[config.mk]
export PLATFORM = sky130hd
export DESIGN_NAME = rot_rename
export DESIGN_NICKNAME = d
export VERILOG_FILES = /design/src/rtl/rr_pkg.sv /design/src/rtl/rr_base_ctr.sv /design/src/rtl/rr_map.sv /design/src/rtl/rot_rename.sv
export SDC_FILE = /design/constraint.sdc
export NUM_CORES = 1
export LEC_CHECK = 0
export CELL_PAD_IN_SITES_DETAIL_PLACEMENT = 0
export CELL_PAD_IN_SITES_GLOBAL_PLACEMENT = 1
export CORE_ASPECT_RATIO = 2
export CORE_MARGIN = 4
export CORE_UTILIZATION = 40
export DETAILED_ROUTE_END_ITERATION = 16
export PLACE_DENSITY_LB_ADDON = 0.1
export SYNTH_ARGS = -nofsm -noshare
export SYNTH_HDL_FRONTEND = slang
export SYNTH_HIERARCHICAL = 1
export SYNTH_SLANG_ARGS = --single-unit
[constraint.sdc]
create_clock -name clk -period 3.3 [get_ports clk]
set_input_delay 0.33 -clock clk [delete_from_list [all_inputs] [get_ports clk]]
set_output_delay 0.33 -clock clk [all_outputs]
set_load 0.005 [all_outputs]
[src/rtl/rr_pkg.sv]
package rr_pkg;
    localparam int REG_W   = 7;
    localparam int PRD_W   = 6;
    localparam int SZ_W    = 7;
    localparam int GR_LO   = 32;
    localparam int FR_LO   = 32;
    localparam int FR_SIZE = 96;
    localparam int PR_LO   = 16;
    localparam int PR_SIZE = 48;

    typedef struct packed {
        logic [SZ_W-1:0] gr_size;
    } rr_cfg_t;

    function automatic logic [SZ_W-1:0] clamp_size(input logic [SZ_W-1:0] req,
                                                   input int unsigned     max_sz);
        if (int'(req) > int'(max_sz)) return SZ_W'(max_sz);
        return req;
    endfunction
endpackage

[src/rtl/rr_base_ctr.sv]
module rr_base_ctr #(
    parameter int SW = 7
) (
    input  logic          clk,
    input  logic          rst_n,
    input  logic          rot,
    input  logic          clr,
    input  logic [SW-1:0] size,
    output logic [SW-1:0] base
);
    logic [SW-1:0] base_d, base_q;

    always_comb begin
        base_d = base_q;
        if (clr)
            base_d = '0;
        else if (rot && size != '0)
            base_d = (base_q == '0) ? size - 1'b1 : base_q - 1'b1;
    end

    always_ff @(posedge clk or negedge rst_n) begin
        if (!rst_n) base_q <= '0;
        else        base_q <= base_d;
    end

    assign base = base_q;

    // a base of zero wraps to the top of the region
    a_r3_wrap: assert property (@(posedge clk) disable iff (!rst_n)
        (rot && !clr && size != '0 && base_q == '0) |=> (base_q == SW'($past(size) - 1'b1)));

    // clear zeroes the base
    a_r4_clear: assert property (@(posedge clk) disable iff (!rst_n)
        clr |=> (base_q == '0));

    // the base always lies inside the region
    a_r2_in_range: assert property (@(posedge clk) disable iff (!rst_n)
        (size != '0) |-> (base_q < size));

    // an empty region keeps a zero base
    a_r7_empty: assert property (@(posedge clk) disable iff (!rst_n)
        (size == '0) |-> (base_q == '0));
endmodule

[src/rtl/rr_map.sv]
module rr_map #(
    parameter int LW = 7,
    parameter int SW = 7,
    parameter int LO = 32
) (
    input  logic [LW-1:0] lreg,
    input  logic [SW-1:0] size,
    input  logic [SW-1:0] base,
    output logic [LW-1:0] preg
);
    localparam int CW = ((LW > SW) ? LW : SW) + 2;

    logic [CW-1:0] ext, lo_c, sz_c, rel, sum, top_c;
    logic          in_rgn;

    always_comb begin
        ext    = CW'(lreg);
        lo_c   = CW'(LO);
        sz_c   = CW'(size);
        top_c  = lo_c + sz_c;
        in_rgn = (ext >= lo_c) && (ext < top_c);
        rel    = ext - lo_c;
        sum    = rel + CW'(base);
        if (sum >= sz_c)
            sum = sum - sz_c;
        preg = in_rgn ? LW'(lo_c + sum) : lreg;
    end

    always_comb begin
        // numbers below the region start pass unchanged
        if (ext < lo_c)
            a_r1_below: assert (preg == lreg);
        // a renamed number stays inside its region
        if (in_rgn)
            a_r2_inside: assert ((CW'(preg) >= lo_c) && (CW'(preg) < top_c));
    end
endmodule

[src/rtl/rot_rename.sv]
module rot_rename
    import rr_pkg::*;
#(
    parameter int GR_MAX = 96
) (
    input  logic             clk,
    input  logic             rst_n,
    input  logic             loop_br,
    input  logic             rrb_clear,
    input  logic             gr_size_wr,
    input  logic [SZ_W-1:0]  gr_size_in,
    input  logic [REG_W-1:0] gr_lreg,
    input  logic [REG_W-1:0] fr_lreg,
    input  logic [PRD_W-1:0] pr_lreg,
    output logic [REG_W-1:0] gr_preg,
    output logic [REG_W-1:0] fr_preg,
    output logic [PRD_W-1:0] pr_preg
);
    localparam logic [SZ_W-1:0] FR_SZ = SZ_W'(FR_SIZE);
    localparam logic [SZ_W-1:0] PR_SZ = SZ_W'(PR_SIZE);

    rr_cfg_t         cfg_d, cfg_q;
    logic [SZ_W-1:0] gr_base, fr_base, pr_base;
    logic            gr_clr;

    always_comb begin
        cfg_d = cfg_q;
        if (gr_size_wr)
            cfg_d.gr_size = clamp_size(gr_size_in, GR_MAX);
    end

    always_ff @(posedge clk or negedge rst_n) begin
        if (!rst_n) cfg_q <= '0;
        else        cfg_q <= cfg_d;
    end

    assign gr_clr = rrb_clear | gr_size_wr;

    rr_base_ctr #(.SW(SZ_W)) u_gr_base (
        .clk(clk), .rst_n(rst_n), .rot(loop_br), .clr(gr_clr),
        .size(cfg_q.gr_size), .base(gr_base));

    rr_base_ctr #(.SW(SZ_W)) u_fr_base (
        .clk(clk), .rst_n(rst_n), .rot(loop_br), .clr(rrb_clear),
        .size(FR_SZ), .base(fr_base));

    rr_base_ctr #(.SW(SZ_W)) u_pr_base (
        .clk(clk), .rst_n(rst_n), .rot(loop_br), .clr(rrb_clear),
        .size(PR_SZ), .base(pr_base));

    rr_map #(.LW(REG_W), .SW(SZ_W), .LO(GR_LO)) u_gr_map (
        .lreg(gr_lreg), .size(cfg_q.gr_size), .base(gr_base), .preg(gr_preg));

    rr_map #(.LW(REG_W), .SW(SZ_W), .LO(FR_LO)) u_fr_map (
        .lreg(fr_lreg), .size(FR_SZ), .base(fr_base), .preg(fr_preg));

    rr_map #(.LW(PRD_W), .SW(SZ_W), .LO(PR_LO)) u_pr_map (
        .lreg(pr_lreg), .size(PR_SZ), .base(pr_base), .preg(pr_preg));

    // floating-point and predicate bases move on the same edge
    a_r6_lockstep: assert property (@(posedge clk) disable iff (!rst_n)
        (loop_br && !rrb_clear) |=> ((fr_base != $past(fr_base)) && (pr_base != $past(pr_base))));

    // the general size never exceeds the clamp limit
    a_r5_clamp: assert property (@(posedge clk) disable iff (!rst_n)
        int'(cfg_q.gr_size) <= GR_MAX);
endmodule

==> impl_metrics.ini <==
[finish]
fin_nets = 1004
final_cells = 1045
post-route-cell-area_sq_um = 7750
drive_above_1_share = 0.363
fillers = 1057
diodes = 0
flow.area_growth_from_synthesis_pct = 58.3
final_util = 0.643

[synthesis]
synth.distinct_cells = 74
syn_inst = 603
synth.top_cell.area_share = 0.169
postSynthAreaPerCell_sq_um = 8.13
synth_ff_type = dfrtp_1
synth_compound_area_frac = 0.301
synth.mux.area_fraction = 0.0434
synthSimpleGateAreaFrac = 0.210
synth_edf_count = 0
synth-adder-area-share = 0.193
ys_warn_count = 6
ys_top_cells_by_area = ha_1 17%, dfrtp_1 14%, inv_1 4.5%
synth_top_area_cell = ha_1
synth.cell_area_sq_um = 4900
async_reset_ff_frac = 1.00
synthXorXnorAreaFrac = 0.0536
synth_top_family_by_area = compound AO/OA/AOI/OAI gates
ys_ff_latch = 28
ys_seq_area_frac = 0.143

[cts]
path_clk_slew_ns = 0.07
ctsHoldBuffers = 0
htreeDepth = 1
cts_buffers = 3
cts_root_buf = clkbuf_16
clkLatencyLatePin_ns = 0.27
cts_tree = built
clock-sinks = 28
clock_path_buffers = 2

[critical_path]
worst-r2r-cell-count = 6
r2r_slack_ns = 1.18
cp.required_ns = 2.97
endpoint_kind = output pin
criticalPathCategory = reg -> out
r2r_end = u_pr_base/base[3]
r2r_start = u_pr_base/base[0]
worstSetupStartpointType = flop
path_max_fanout = 5
cp.arrival_ns = 3.60

[detailed_routing]
first_iter_violations = 122
drtPass1Iterations = 4
route.detailed.drc = 0
avgViaCountPerCell = 5.35
ant_nets = 0
wl_per_cell_um = 15.9
vias = 5592
totalWireLength_um = 16700

[grt]
first_global_vias = 5963
grt_first_pass_wirelength_um = 26500
antenna_found_initial = 0
grt_usage = 0.234
grt_max_degree = 29
grt-ovfl-total = 0

[power]
p_int_w = 0.00253
seqPwrFrac = 0.100
switching_share = 0.433
clock_power_share = 0.065
combPwrFrac = 0.835
p_sw_w = 0.00194
powerDensity_nw_per_um2 = 576
leakagePower_nw = 3.76
ir_drop_uv = 558

[placed_design]
place_area_sq_um = 6920
dp_hpwl_um = 13200
gp_congestion = 0.917
port_buffers = 51
dpl.cell_count = 1006

[die]
die_x_um = 86.3
num_rows = 57
start_util = 0.407
core_area_sq_um = 12100
ios = 52
die_h_um = 165
dieArea_sq_um = 14200

[timing]
final-max-slew-violation-count = 0
period_share = 1.19
setup_viol = 20
maxSlewHeadroom = 0.469
worst_pin_slew_ns = 0.790
tns_ns = -7.21
fin_ws_ns = -0.632
fin_skew_ns = 0.00241
max_freq_ghz = 0.254
hold_violations = 0
holdWs_ns = 0.441
rsz0062_at_grt = true
min_period_ns = 3.93

[run]
drv_cap = 0

[run_status]
violations = negative setup slack
outcome = finished, violations left

[hold_path]
hold_path.class = in -> async
[timing repair]
action                                  CTS  global route
endpoints found under the hold margin     0             0
buffers inserted                         27            11
resized for setup                       166            56
gates cloned                              1             0
pin swaps                                41            41
endpoints found under the setup margin   20            20
[layout make-up]
type,instances,area (sq um),area share
clock buffers,3,75.1,0.00968
inverters,59,221,0.0286
multi-input cells,578,4710,0.608
flip-flops and latches,28,701,0.0904
well taps,147,184,0.0237
repair buffers,230,1860,0.240
[cell families after synthesis]
kind of cell / Yosys count
other cells: 2
mux: 20
xor+xnor: 30
simple gates: 188
flops: 28
compound gates: 198
fa+ha+maj: 72
buf+inv: 65
[metrics by stage]
stage,power (W),worst slack [ns]
2_1_floorplan,0.00216,-0.0763
3_3_place_gp,0.00336,-0.997
3_5_place_dp,0.00344,-1.04
6_report,0.00447,-0.632
4_1_cts,0.00412,-0.634
5_1_grt,0.00480,-0.835
[per-layer routing]
metal  vias to the layer above  track usage  share of wire
met5                         -            0              0
met4                         0        0.144          0.056
li1                       2760            -              -
met1                      2647        0.196           0.33
met3                        57       0.0150          0.028
met2                       128        0.498           0.59
[sequential cells by signal, summed over array words and instances, names as in the netlist]
name,cells
u_fr_base/base,7
u_gr_base/base,7
u_pr_base/base,7
cfg_q,7
[cells in the mapped netlist, types with 5 or more instances]
library cell  count
o21ai_0          34
xnor2_1          14
mux2i_1          10
nand2b_1         11
mux2_2           10
xor2_1           16
o31ai_1           5
nor2b_1          16
nor2_1           50
a211o_1          10
a211oi_1          7
o31a_1            6
dfrtp_1          28
o22ai_2           5
o21a_1            8
nand3_1           9
or4_1            10
o21ai_1           9
fa_1              6
a21oi_2           6
nor4b_1           5
a21o_1           16
nor3b_1           5
nand2_1          41
nor3_1            8
inv_1            59
ha_1             66
a31oi_1          16
a21oi_1          32
[layout by cell type (no fill, tap or decap), drive strengths merged, types with 21 or more instances in the layout]
master and count:
buf 199, conb 70, ha 66, inv 59, nor2 52, o21ai 45
nand2 41, a21oi 39, dfrtp 28, clkdlybuf4s50 21
[critical path, stage by stage, from the launching register on]
cell      delay, ns
dfrtp_1        0.37
ha_2           0.19
inv_2          0.04
fa_2           0.33
nand2b_4       0.16
buf_4          0.13
nand2b_1       0.08
a211oi_2       0.07
nor2_1         0.17
ha_1           0.32
and4_1         0.22
a31oi_1        0.15
nand3_1        0.14
a21oi_4        0.21
buf_6          0.13
mux2i_4        0.21
xor2_1         0.17
mux2i_1        0.08
buf_2          0.13
[worst max path at each step]
stage | from | endpoint | slack (ns) | depth (start not counted)
after floorplan | u_gr_base/base[0] | gr_preg[6] | -0.08 | 16
final | u_gr_base/base[0] | gr_preg[6] | -0.63 | 18
after global routing | u_gr_base/base[0] | gr_preg[6] | -0.84 | 19
after CTS | u_gr_base/base[0] | gr_preg[6] | -0.63 | 18
after global placement | gr_lreg[0] | gr_preg[6] | -1.0 | 19
after detailed placement | gr_lreg[0] | gr_preg[3] | -1.04 | 20
[power by group through the flow]
stage	combinational (W)	sequential (W)	clock, W
floorplan	0.00170	0.000460	0
global placement	0.00292	0.000440	0
global route	0.00404	0.000452	0.000309
finish	0.00373	0.000446	0.000291
CTS	0.00338	0.000441	0.000298
detailed placement	0.00300	0.000442	0
Note: power is estimated with default switching activity, not from simulation.
